$ cat src/rtl/rxw_pkg.sv
// Shared defaults and types for the DDR serial word receiver.
package rxw_pkg;
    localparam int DEF_LANES  = 8;
    localparam int DEF_WORD_W = 10;

    // Word-alignment state of the frame tracker.
    typedef enum logic {
        SYNC_SEEK  = 1'b0,
        SYNC_TRACK = 1'b1
    } sync_state_t;
endpackage

$ cat src/rtl/ddr_slot_sampler.sv
// Input sampler. It registers the bit-clock level, the frame level and the
// lane bits, detects each bit-clock level change, and captures all of them
// one cycle later, near the middle of a two-cycle slot.
// Assumes: the fabric clock runs at twice the slot rate and the inputs are
// already synchronous to it.
module ddr_slot_sampler #(
    parameter int LANES = 8
) (
    input  logic             clk,
    input  logic             rst_n,
    input  logic             bclk_i,
    input  logic             frame_i,
    input  logic [LANES-1:0] lane_i,
    output logic             cap_stb_o,
    output logic             cap_frame_o,
    output logic [LANES-1:0] cap_bits_o
);
    logic             bclk_s;
    logic             bclk_p;
    logic             frame_s;
    logic [LANES-1:0] lane_s;

    // Input registers and previous bit-clock level.
    always_ff @(posedge clk) begin
        if (!rst_n) begin
            bclk_s  <= 1'b0;
            bclk_p  <= 1'b0;
            frame_s <= 1'b0;
            lane_s  <= '0;
        end else begin
            bclk_s  <= bclk_i;
            bclk_p  <= bclk_s;
            frame_s <= frame_i;
            lane_s  <= lane_i;
        end
    end

    // Mid-slot capture, one cycle after a bit-clock level change.
    always_ff @(posedge clk) begin
        if (!rst_n) begin
            cap_stb_o   <= 1'b0;
            cap_frame_o <= 1'b0;
            cap_bits_o  <= '0;
        end else begin
            cap_stb_o   <= bclk_s ^ bclk_p;
            cap_frame_o <= frame_s;
            cap_bits_o  <= lane_s;
        end
    end
endmodule

$ cat src/rtl/ddr_frame_tracker.sv
// Frame tracker. It finds frame rising edges among captured slots, keeps the
// expected bit index, and issues shift and word-complete controls. It also
// registers the valid strobe and the misalignment pulse.
// Assumes: the frame is high for the first slots of a word and low before
// the next word begins.
module ddr_frame_tracker
    import rxw_pkg::*;
#(
    parameter int WORD_W = 10
) (
    input  logic clk,
    input  logic rst_n,
    input  logic cap_stb_i,
    input  logic cap_frame_i,
    output logic take_o,
    output logic last_o,
    output logic locked_o,
    output logic valid_o,
    output logic align_err_o
);
    localparam int IDX_W = (WORD_W > 1) ? $clog2(WORD_W) : 1;
    localparam logic [IDX_W-1:0] LAST_IDX = IDX_W'(WORD_W - 1);

    sync_state_t      state;
    logic [IDX_W-1:0] idx;
    logic             frame_prev;
    logic             rise;

    // Edge detect and shift controls for the current captured slot.
    always_comb begin
        rise     = cap_stb_i && cap_frame_i && !frame_prev;
        locked_o = (state == SYNC_TRACK);
        take_o   = cap_stb_i && (rise || locked_o);
        last_o   = cap_stb_i && !rise && locked_o && (idx == LAST_IDX);
    end

    // Lock state, bit index and output strobes.
    always_ff @(posedge clk) begin
        if (!rst_n) begin
            state       <= SYNC_SEEK;
            idx         <= '0;
            frame_prev  <= 1'b1;
            valid_o     <= 1'b0;
            align_err_o <= 1'b0;
        end else begin
            valid_o     <= last_o;
            align_err_o <= rise && locked_o && (idx != '0);
            if (cap_stb_i) begin
                frame_prev <= cap_frame_i;
                if (rise) begin
                    state <= SYNC_TRACK;
                    idx   <= IDX_W'(1);
                end else if (locked_o) begin
                    idx <= (idx == LAST_IDX) ? '0 : IDX_W'(idx + 1'b1);
                end
            end
        end
    end
endmodule

$ cat src/rtl/ddr_lane_shifter.sv
// Per-lane deserialiser. Each captured bit enters at the MSB end, so after
// the full word the register holds it in natural order with bit 0 first in
// time. The finished word goes to a holding register on the last bit.
// Assumes: take and last come from the frame tracker in the capture cycle.
module ddr_lane_shifter #(
    parameter int WORD_W = 10
) (
    input  logic              clk,
    input  logic              rst_n,
    input  logic              take_i,
    input  logic              last_i,
    input  logic              bit_i,
    output logic [WORD_W-1:0] word_o
);
    logic [WORD_W-1:0] shreg;
    logic [WORD_W-1:0] shifted;

    // Next shift register value with the new bit at the MSB.
    always_comb begin
        if (WORD_W > 1) shifted = {bit_i, shreg[WORD_W-1:1]};
        else            shifted = WORD_W'(bit_i);
    end

    // Shift on each accepted bit; publish on the last one.
    always_ff @(posedge clk) begin
        if (!rst_n) begin
            shreg  <= '0;
            word_o <= '0;
        end else begin
            if (take_i) shreg <= shifted;
            if (last_i) word_o <= shifted;
        end
    end
endmodule

$ cat src/rtl/ddr_word_rx.sv
// Top level of the frame-aligned DDR serial word receiver. It ties the
// sampler, the frame tracker and one shifter per lane together.
// Assumes: the fabric clock samples every slot twice.
module ddr_word_rx
    import rxw_pkg::*;
#(
    parameter int LANES  = DEF_LANES,
    parameter int WORD_W = DEF_WORD_W
) (
    input  logic                    clk,
    input  logic                    rst_n,
    input  logic                    bclk_i,
    input  logic                    frame_i,
    input  logic [LANES-1:0]        lane_i,
    output logic [LANES*WORD_W-1:0] words_o,
    output logic                    valid_o,
    output logic                    align_err_o
);
    logic             cap_stb;
    logic             cap_frame;
    logic [LANES-1:0] cap_bits;
    logic             take;
    logic             last;
    logic             locked;

    ddr_slot_sampler #(.LANES(LANES)) u_sampler (
        .clk         (clk),
        .rst_n       (rst_n),
        .bclk_i      (bclk_i),
        .frame_i     (frame_i),
        .lane_i      (lane_i),
        .cap_stb_o   (cap_stb),
        .cap_frame_o (cap_frame),
        .cap_bits_o  (cap_bits)
    );

    ddr_frame_tracker #(.WORD_W(WORD_W)) u_tracker (
        .clk         (clk),
        .rst_n       (rst_n),
        .cap_stb_i   (cap_stb),
        .cap_frame_i (cap_frame),
        .take_o      (take),
        .last_o      (last),
        .locked_o    (locked),
        .valid_o     (valid_o),
        .align_err_o (align_err_o)
    );

    for (genvar g = 0; g < LANES; g++) begin : g_lane
        ddr_lane_shifter #(.WORD_W(WORD_W)) u_shift (
            .clk    (clk),
            .rst_n  (rst_n),
            .take_i (take),
            .last_i (last),
            .bit_i  (cap_bits[g]),
            .word_o (words_o[g*WORD_W +: WORD_W])
        );
    end
endmodule

$ cat config.mk
export PLATFORM = sky130hd
export DESIGN_NAME = ddr_word_rx
export DESIGN_NICKNAME = d
export VERILOG_FILES = /design/src/rtl/rxw_pkg.sv /design/src/rtl/ddr_slot_sampler.sv /design/src/rtl/ddr_frame_tracker.sv /design/src/rtl/ddr_lane_shifter.sv /design/src/rtl/ddr_word_rx.sv
export SDC_FILE = /design/constraint.sdc
export NUM_CORES = 1
export LEC_CHECK = 0
export ABC_AREA = 1
export CELL_PAD_IN_SITES_DETAIL_PLACEMENT = 1
export CELL_PAD_IN_SITES_GLOBAL_PLACEMENT = 1
export CORE_ASPECT_RATIO = 0.5
export CORE_UTILIZATION = 38
export CTS_BUF_LIST = sky130_fd_sc_hd__clkbuf_4
export CTS_CLUSTER_DIAMETER = 60
export DETAILED_ROUTE_END_ITERATION = 8
export HOLD_SLACK_MARGIN = 0.02
export PLACE_DENSITY = 0.78
export SLEW_MARGIN = 20
export SYNTH_ARGS = -nofsm -noshare
export SYNTH_HDL_FRONTEND = slang
export SYNTH_SLANG_ARGS = --single-unit
$ cat constraint.sdc
create_clock -name clk -period 3.15 [get_ports clk]
set_input_delay 0.315 -clock clk [delete_from_list [all_inputs] [get_ports clk]]
set_output_delay 0.315 -clock clk [all_outputs]
set_load 0.01 [all_outputs]
Word-level counts from Yosys, hierarchy flattened
Cells that the tools add are included.
{ "word_totals": {"wordCells": 49, "register_bits": 189, "input_bits": 12, "output_inout_bits": 82} }
{ "classes": {"n_reduce_logical": 15, "add_sub_neg": 1, "n_mux": 3, "n_eq_ne": 1, "bitwise": 1} }
{ "op_table": {"columns": ["cell", "n"], "rows": [
  ["4-bit 2-to-1 mux", 3],
  ["1-bit logical AND", 8],
  ["4-bit by 1-bit adder with 4-bit output (second input constant)", 1],
  ["4-bit == test (second input constant)", 1],
  ["2-bit AND reduction", 2],
  ["4-bit nonzero test", 1],
  ["1-bit logical NOT", 2],
  ["2-bit nonzero test", 1],
  ["1-bit logical OR", 1],
  ["1-bit XOR", 1]
]} }

Longest topological paths before layout
Gate-level depths: netlist (run 1).
{ "depth": {"ltp_word": 6, "depth_mapped": 9, "mapped_depth_nobuf": 7} }

Modules after synthesis
Synthesis (run 1) repeated with hierarchy kept, for this count alone.
{ "hier_totals": {"hier_cells": 1007, "hier_area_um2": 7442.1} }
{ "modules_own_cells": {"columns": ["module", "cells_each", "seq_area_each_um2", "area_per_inst_um2", "instances"], "rows": [
  ["ddr_lane_shifter", 111, 380.4, 803.3, 8],
  ["ddr_slot_sampler", 67, 420.4, 609.3, 1],
  ["ddr_frame_tracker", 52, 160.2, 406.6, 1]
]} }

Worst setup path before layout (run 1)
OpenSTA, ideal clock, no wires.
{ "synth_path": {"kind": "reg2reg", "from": "register u_tracker.idx[3]", "to": "register g_lane[0].u_shift.word_o[0]", "arrival_ps": 1189, "setup_ps": 113, "path_buffers": 2, "required_time_ps": 3037, "slack_ps": 1849, "stages_incl_launch_ff": 10, "synth_period_minus_slack_ps": 1301, "cell_sequence": "dfxtp_1 inv_2 nor2_2 nand3_1 nor2_4 buf_6 buf_6 nand2_1 nand2_1 nor2_1"} }
{ "synth_via": {"elab_chain_cells": 2} }
{ "synth_rtl": {"columns": ["element", "line", "source"], "rows": [
  ["start, declared", "ddr_frame_tracker.sv:25", "logic [IDX_W-1:0] idx;"],
  ["start signal, assigned", "ddr_frame_tracker.sv:54", "idx <= (idx == LAST_IDX) ? '0 : IDX_W'(idx + 1'b1);"],
  ["4-bit == test", "ddr_frame_tracker.sv:34", "last_o = cap_stb_i && !rise && locked_o && (idx == LAST_IDX);"],
  ["1-bit logical AND", "ddr_frame_tracker.sv:34", null],
  ["end signal, assigned", "ddr_lane_shifter.sv:31", "if (last_i) word_o <= shifted;"],
  ["end, declared", "ddr_lane_shifter.sv:13", "output logic [WORD_W-1:0] word_o"]
]} }
Every way passes these cells.
A chain may end at the register's enable or synchronous reset.

Final worst setup path (run 1)
{ "layout_path": {"from": "register u_tracker.frame_prev", "to": "register g_lane[1].u_shift.word_o[4]"} }
{ "layout_via": {"elab_chain_cells": 6} }
{ "layout_rtl": {"columns": ["element", "line", "source"], "rows": [
  ["start, declared", "ddr_frame_tracker.sv:26", "logic frame_prev;"],
  ["start signal, assigned", "ddr_frame_tracker.sv:49", "frame_prev <= cap_frame_i;"],
  ["1-bit logical NOT", "ddr_frame_tracker.sv:31", "rise = cap_stb_i && cap_frame_i && !frame_prev;"],
  ["1-bit logical AND", "ddr_frame_tracker.sv:31", null],
  ["1-bit logical NOT", "ddr_frame_tracker.sv:34", null],
  ["1-bit logical AND (3 in a row)", "ddr_frame_tracker.sv:34", null],
  ["end signal, assigned", "ddr_lane_shifter.sv:31", null],
  ["end, declared", "ddr_lane_shifter.sv:13", null]
]} }
Every way passes these cells.

==> flow_metrics.tcl, run 1 <==
set metrics [dict create \
    place_congestion 0.721 \
    grt_use_total_pct 16.3 \
    ctsResizeCount 0 \
    syn-mean-instance-area_sq_um 7.53 \
    fin_worst_hold_slack_ps 221 \
    final_util_pct 47.4 \
    crit_fanout 69 \
    antenna_found_initial 1 \
    rsz0062_at_grt "no" \
    fin_crit_sh_pct 59.5 \
    max_freq_mhz 533 \
    synthArstFlopShare_pct 0 \
    maxSlewViolCount 0 \
    post-cts-setup-buffers 0 \
    period_minus_slack_ps 1880 \
    grt_max_degree 73 \
    yosys-top-cells-count "nand2_1, dfxtp_1, nor2_1, inv_1" \
    synth_edf_count 0 \
    synth_seq_cells 181 \
    finClkSkew_ps 38.3 \
    critPathRequiredTime_ps 3610 \
    clock_latency_ps 570 \
    port_buffers 93 \
    dr_total_vias 5290 \
    endpoint_kind "register" \
    setup_violations 0 \
    wl_um 13800 \
    finalHoldViolCount 0 \
    via_per_inst 4.51 \
    cts_hold_buffers 0 \
    fin_tns_setup_ps 0 \
    min_path_type "input port to register" \
    grt_first_pass_wirelength_um 23200 \
    critical_path_class "register to register" \
    synth_cells 864 \
    arrival_ps 2330 \
    synth-main-ff-cell "dfxtp_1" \
    cts_tree "built" \
    netlist_area_sq_um 6500 \
    die_area_sq_um 17700 \
    outcome "finished, final reports clean" \
    synth_area_leaders "dfxtp_1, nand2_1, nor2_1" \
    n_fill_cell 2044 \
    leakagePower_nw 3.07 \
    start_util_pct 39.3 \
    rows 33 \
    drt-pass1-iter-count 4 \
    synth_most_common_cell "nand2_1" \
    area_delta_synth_final_pct 20.6 \
    yosysUniqueCellTypes 18 \
    drive_gt1_share_pct 4.65 \
    cts_made_buffers 17 \
    irDropWorstVdd_v 0.000353 \
    die_w_um 187 \
    h-tree-depth 4 \
    yosys.area.top_type "dfxtp_1" \
    die_height_um 94.5 \
    synthesis.nets 876 \
    yosys.area.top_type_share_pct 55.7 \
    grt_pass1_vias 5090 \
    power_density_nw_per_um2 485 \
    cts_buffer_depth 2 \
    cts.sinks 181 \
    routedWlPerCell_um 11.8 \
    io_pins 94 \
    max_slew_margin_pct 60.1 \
    drc 0 \
    worstMarginPinSlew_ps 599 \
    maxCapViolations 0 \
    drt_iter0_markers 227 \
    path_clk_slew_ps 140 \
    yosysSeqAreaShare_pct 55.7 \
    place_hpwl_um 9170 \
    cp-start-kind "register" \
    core_area_sq_um 16600 \
    antenna_left 0 \
    root_buffer "clkbuf_4" \
    yosys_warnings 0 \
    fin_nets 945 \
    grt_overflow 0 \
]
==> state kept, by name, summed over array words and instances, names as in the netlist <==
register	cells
u_sampler.cap_frame_o	1
u_sampler.frame_s	1
u_sampler.bclk_p	1
u_tracker.valid_o	1
g_lane.u_shift.shreg	72
g_lane.u_shift.word_o	80
u_sampler.cap_stb_o	1
u_sampler.bclk_s	1
u_sampler.cap_bits_o	8
u_sampler.lane_s	8
u_tracker.frame_prev	1
u_tracker.align_err_o	1
u_tracker.idx	4
u_tracker.locked_o	1
==> placed cells by master, fill, tap and decap left out <==
master	Yosys	routed
clkinv_2	0	2
clkdlybuf4s50_1	0	92
buf_12	0	3
clkinvlp_4	0	1
nand3_1	4	4
nand2_4	0	1
nand2_1	194	193
nand4_1	1	1
nor2_4	1	1
clkinv_1	0	1
xnor2_1	1	1
nor2_2	1	1
buf_4	0	6
diode_2	0	1
a21oi_1	77	77
dfxtp_1	181	181
nor2_1	163	163
clkinv_4	0	2
bufinv_16	0	3
inv_1	109	109
clkbuf_4	0	18
inv_2	1	1
nor4_1	1	1
o21ai_0	77	77
inv_6	0	5
nor3_1	2	2
==> critical path, stage by stage (launching register included) <==
cell	delay, ps
dfxtp_1	330
inv_1	50
nand3_1	160
nand2_1	180
nor2_4	470
buf_12	340
nand2_1	110
nand2_1	80
nor2_1	40
==> metal layers <==
| metal | up-vias | GRT usage, % | routed length (um) |
|---|---|---|---|
| met5 | - | 0 | 0 |
| met4 | 0 | 6.83 | 196 |
| met3 | 21 | 3.60 | 378 |
| met2 | 66 | 28.7 | 6500 |
| met1 | 2435 | 19.7 | 6740 |
| li1 | 2768 | - | - |
==> per-stage QoR <==
step                std cells  worst slack (ps)  power [mW]  area, sq um
floorplan                 864              1850        2.43         6500
global placement         1141              1360        2.46         7530
detailed placement       1141              1290        2.47         7530
CTS                      1173              1260        3.87         7840
global route             1174              1080        3.98         7840
finish                   1174              1280        3.81         7840
==> power by group <==
| part | total, mW | switching (mW) | internal (mW) |
|---|---|---|---|
| sequential | 2.31 | 0.00633 | 2.31 |
| combinational | 0.101 | 0.0637 | 0.0376 |
| clock | 1.39 | 0.821 | 0.570 |
| total | 3.81 | 0.891 | 2.92 |
==> final timing paths <==
path                                                   startpoint                                        to  slack, ps  depth (start not counted)
worst max-delay path            u_tracker.frame_prev$_SDFFE_PN1P_  g_lane[1].u_shift.word_o[4]$_SDFFE_PN0P_       1280                          8
worst max register to register  u_tracker.frame_prev$_SDFFE_PN1P_  g_lane[1].u_shift.word_o[4]$_SDFFE_PN0P_       1280                          8
worst min-delay path                                        rst_n  g_lane[5].u_shift.word_o[7]$_SDFFE_PN0P_        220                          3
worst min register to register     u_sampler.lane_s[7]$_SDFF_PN0_        u_sampler.cap_bits_o[7]$_SDFF_PN0_        420                          2
==> cell families (layout without fill, tap and decap cells) <==
family	after synthesis	count (layout)	share of synthesized area [%]
flops	181	181	55.7
simple gates	367	367	21.5
compound gates	154	154	11.8
buf+inv	161	243	10.8
other cells	0	1	0
xor+xnor	1	1	0.135
==> cell type report <==
class | count | area (sq um) | share of cell area, %
timing repair buffer | 101 | 1030 | 13.1
sequential | 181 | 3620 | 46.2
tap | 227 | 284 | 3.62
multi-input combinational | 522 | 2190 | 27.9
clock buffer | 18 | 135 | 1.72
inverter | 110 | 413 | 5.26
clock inverter | 14 | 173 | 2.20
antenna | 1 | 2.50 | 0.0319
Note: power is estimated with default switching activity, not from simulation.
==> run 2: changes to the inputs <==
==> constraint.sdc (replaced) <==
create_clock -name clk -period 1.9 [get_ports clk]
set_input_delay 0.19 -clock clk [delete_from_list [all_inputs] [get_ports clk]]
set_output_delay 0.19 -clock clk [all_outputs]
set_load 0.01 [all_outputs]
==> flow_metrics.tcl, run 2 (same netlist as run 1, synthesis figures left out) <==
set metrics [dict create \
    outcome "finished, final reports clean" \
    endpoint_kind "output port" \
    max_freq_mhz 589 \
    fin_nets 952 \
    cp_slowest_stage_delay_ps 560 \
    most-common-layout-cells "nand2_1, dfxtp_1, nor2_1" \
    finalPower_mw 6.28 \
    place_hpwl_um 9430 \
    hold_depth 3 \
    setup_violations 0 \
    cp-start-kind "register" \
    wl_um 14000 \
    die_w_um 187 \
    rr_endpoint "g_lane[2].u_shift.word_o[4]$_SDFFE_PN0P_" \
    maxSlewViolCount 0 \
    fin_ws_ps 202 \
    antenna_found_initial 1 \
    fin_crit_sh_pct 89.4 \
    finalHoldViolCount 0 \
    final_common_cell "nand2_1" \
    drc 0 \
    grt_max_degree 86 \
    drt-pass1-iter-count 4 \
    min_path_type "input port to register" \
    critical_path.cell_chain "clkdlybuf4s50_1" \
    via_per_inst 4.50 \
    die_height_um 94.5 \
    post-cts-setup-buffers 0 \
    crit_fanout 2 \
    routedWlPerCell_um 11.9 \
    dpl_cell_area_sq_um 7620 \
    max_slew_margin_pct 69.6 \
    h-tree-depth 4 \
    antenna_left 0 \
    grt_use_total_pct 16.8 \
    start_util_pct 39.3 \
    pre_cts_slack_ps 210 \
    period_minus_slack_ps 1700 \
    top_regs "g_lane.u_shift.word_o (80), g_lane.u_shift.shreg (72)" \
    power_density_nw_per_um2 792 \
    regMostFlops "g_lane.u_shift.word_o" \
    root_buffer "clkbuf_4" \
    path_clk_slew_ps 130 \
    critical_path_buf_inv_count 1 \
    io_pins 94 \
    cts_buffer_depth 2 \
    cts_tree "built" \
    leakagePower_nw 3.10 \
    finClkSkew_ps 20.4 \
    arrival_ps 1510 \
    r2r_start "u_tracker.frame_prev$_SDFFE_PN1P_" \
    postLayoutCellArea_sq_um 7930 \
    cts_made_buffers 17 \
    dr_total_vias 5314 \
    drt_iter0_markers 292 \
    critPathRequiredTime_ps 1710 \
    core_area_sq_um 16600 \
    critical_path_class "register to output port" \
    rows 33 \
    area_delta_synth_final_pct 21.9 \
    path_delay_family "buffers and inverters" \
    crit_cells 1 \
    drive_gt1_share_pct 5.04 \
    grt_overflow 0 \
    rsz0062_at_grt "no" \
    cts.sinks 181 \
    worstMarginPinSlew_ps 456 \
    ff2ff_setup_slack_ps 210 \
    fin_tns_setup_ps 0 \
    grt_pass1_vias 5318 \
    largest_register_ffs 80 \
    grt_first_pass_wirelength_um 23800 \
    maxCapViolations 0 \
    whs_endpoint "u_sampler.bclk_s$_SDFF_PN0_" \
    clock_latency_ps 560 \
    die_area_sq_um 17700 \
    place_congestion 0.744 \
    slowest_stage "clkdlybuf4s50_1" \
    port_buffers 93 \
    ff2ff_path_depth 9 \
    irDropWorstVdd_v 0.000352 \
    hold_start "bclk_i" \
]
[run 2: worst max path at each step]
stage	start	to	slack, ps
5_1_grt	u_tracker.frame_prev$_SDFFE_PN1P_	g_lane[2].u_shift.word_o[4]$_SDFFE_PN0P_	10
2_1_floorplan	u_tracker.idx[3]$_SDFFE_PN0P_	g_lane[0].u_shift.word_o[0]$_SDFFE_PN0P_	600
4_1_cts	g_lane[7].u_shift.word_o[5]$_SDFFE_PN0P_	words_o[75]	150
3_3_place_gp	u_tracker.frame_prev$_SDFFE_PN1P_	g_lane[2].u_shift.word_o[8]$_SDFFE_PN0P_	330
3_5_place_dp	u_tracker.frame_prev$_SDFFE_PN1P_	g_lane[6].u_shift.word_o[0]$_SDFFE_PN0P_	210
6_report	g_lane[7].u_shift.word_o[4]$_SDFFE_PN0P_	words_o[74]	200
[run 2: layout make-up]
cell class	instances	area, sq um
inverters	110	413
well taps	227	284
clock inverters	13	158
multi-input cells	522	2190
flip-flops and latches	181	3620
fillers	2057	8630
clock buffers	19	143
repair buffers	108	1120
diodes	1	2.50
[run 2: where the power goes]
group	switching [mW]	total, mW	internal [mW]
registers	0.0110	3.84	3.83
logic	0.111	0.179	0.0681
clock network	1.32	2.26	0.936
total	1.45	6.28	4.83
[run 2: metrics by stage]
stage	util [%]	hold slack, ps	std cells
floorplan	-	288	864
global placement	46.0	396	1147
detailed placement	46.0	402	1147
CTS	47.9	96.0	1180
global route	47.9	94.3	1181
finish	47.9	160	1181
[run 2: layer usage]
metal | routed length (um) | GRT usage (%)
met5 | 0 | 0
met4 | 180 | 5.87
met3 | 380 | 4.16
met2 | 6460 | 29.8
met1 | 6970 | 20.1
[run 2: repair_timing]
item                      CTS  global route
resized for setup           0             0
hold buffers                1             0
hold endpoints to repair    8             0
==> run 3: changes to the inputs <==
--- a/config.mk
+++ b/config.mk
@@ -9,12 +9,13 @@
 export CELL_PAD_IN_SITES_DETAIL_PLACEMENT = 1
 export CELL_PAD_IN_SITES_GLOBAL_PLACEMENT = 1
 export CORE_ASPECT_RATIO = 0.5
-export CORE_UTILIZATION = 38
+export CORE_UTILIZATION = 35
 export CTS_BUF_LIST = sky130_fd_sc_hd__clkbuf_4
 export CTS_CLUSTER_DIAMETER = 60
 export DETAILED_ROUTE_END_ITERATION = 8
-export HOLD_SLACK_MARGIN = 0.02
-export PLACE_DENSITY = 0.78
+export GPL_TIMING_DRIVEN = 1
+export HOLD_SLACK_MARGIN = 0.1
+export PLACE_DENSITY = 0.73
 export SLEW_MARGIN = 20
 export SYNTH_ARGS = -nofsm -noshare
 export SYNTH_HDL_FRONTEND = slang
==> flow_metrics.tcl, run 3 (same netlist as run 1, synthesis figures left out) <==
set metrics [dict create \
    hold_depth 3 \
    cp-start-kind "register" \
    leakagePower_nw 3.12 \
    grt_first_pass_wirelength_um 24100 \
    io_pins 94 \
    rows 34 \
    antenna_found_initial 0 \
    antenna_left 0 \
    regMostFlops "g_lane.u_shift.word_o" \
    fin_nets 952 \
    core_area_sq_um 17800 \
    n_fill_cell 2224 \
    cts.sinks 181 \
    critPathRequiredTime_ps 1710 \
    most-common-layout-cells "nand2_1, dfxtp_1, nor2_1" \
    worstMarginPinSlew_ps 469 \
    pre_cts_slack_ps 221 \
    path_clk_slew_ps 160 \
    grt_overflow 0 \
    die_height_um 98.4 \
    finalHoldViolCount 0 \
    top_regs "g_lane.u_shift.word_o (80), g_lane.u_shift.shreg (72)" \
    port_buffers 93 \
    rsz0062_at_grt "no" \
    maxSlewViolCount 0 \
    place_hpwl_um 9410 \
    maxCapViolations 0 \
    arrival_ps 1520 \
    critical_path_class "register to output port" \
    finClkSkew_ps 27.5 \
    area_delta_synth_final_pct 22.4 \
    cts_buffer_depth 2 \
    fin_worst_hold_slack_ps 173 \
    max_freq_mhz 583 \
    largest_register_ffs 80 \
    fin_tns_setup_ps 0 \
    grt_max_degree 89 \
    slowest_stage "clkdlybuf4s50_1" \
    power_density_nw_per_um2 776 \
    drt_iter0_markers 184 \
    setup_violations 0 \
    grt_pass1_vias 5230 \
    via_per_inst 4.46 \
    min_path_type "input port to register" \
    antenna_cells 0 \
    routedWlPerCell_um 11.7 \
    max_slew_margin_pct 68.7 \
    wl_um 13900 \
    critical_path_buf_inv_count 1 \
    die_area_sq_um 19200 \
    crit_cells 1 \
    critical_path.cell_chain "clkdlybuf4s50_1" \
    outcome "finished, final reports clean" \
    cp_slowest_stage_delay_ps 570 \
    irDropWorstVdd_v 0.000356 \
    fin_ws_ps 186 \
    root_buffer "clkbuf_4" \
    grt_use_total_pct 15.4 \
    crit_fanout 2 \
    drive_gt1_share_pct 5.14 \
    cts_tree "built" \
    clock_latency_ps 550 \
    finalPower_mw 6.18 \
    dr_total_vias 5292 \
    post-cts-setup-buffers 0 \
    ff2ff_path_depth 8 \
    fin_crit_sh_pct 90.2 \
    cts_made_buffers 17 \
    path_delay_family "buffers and inverters" \
    die_w_um 195 \
    period_minus_slack_ps 1710 \
    h-tree-depth 4 \
    drt-pass1-iter-count 4 \
    place_congestion 0.751 \
    endpoint_kind "output port" \
    final_common_cell "nand2_1" \
    start_util_pct 36.6 \
    drc 0 \
    ff2ff_setup_slack_ps 210 \
]
==> run 3: what timing repair did <==
action | CTS | global route
hold buffers | 2 | 0
endpoints found under the hold margin | 34 | 0
resized for setup | 0 | 0
==> run 3: layout make-up <==
type                            count  area, sq um  share of cell area, %
Multi-Input combinational cell    522         2190                   27.5
Clock buffer                       18          135                   1.70
Timing Repair Buffer              108         1160                   14.6
Tap cell                          234          293                   3.68
Inverter                          110          413                   5.19
Clock inverter                     14          151                   1.90
Sequential cell                   181         3620                   45.5
==> run 3: metrics by stage <==
stage / area (sq um) / std cells / utilization [%]
final: 7960 / 1187 / 44.8
after global routing: 7960 / 1187 / 44.8
after CTS: 7960 / 1187 / 44.8
after detailed placement: 7650 / 1153 / 43.0
after global placement: 7650 / 1153 / 43.0
after floorplan: 6500 / 864 / -
==> run 3: metal layers <==
metal | GRT usage, % | routed length, um
met1 | 19.6 | 6890
met2 | 26.0 | 6540
met3 | 3.42 | 307
met4 | 5.33 | 158
met5 | 0 | 0
==> run 3: final timing paths <==
path,startpoint,endpoint
min,lane_i[1],u_sampler.lane_s[1]$_SDFF_PN0_
max,g_lane[0].u_shift.word_o[9]$_SDFFE_PN0P_,words_o[9]
min reg2reg,u_sampler.lane_s[3]$_SDFF_PN0_,u_sampler.cap_bits_o[3]$_SDFF_PN0_
max reg2reg,u_tracker.frame_prev$_SDFFE_PN1P_,g_lane[3].u_shift.word_o[1]$_SDFFE_PN0P_
==> run 3: report_power, final <==
part,switching (mW),leakage (nW),internal (mW),total [mW]
sequential,0.0108,1.46,3.83,3.84
clock,1.35,0.155,0.810,2.16
combinational,0.109,1.50,0.0724,0.181
total,1.47,3.12,4.71,6.18
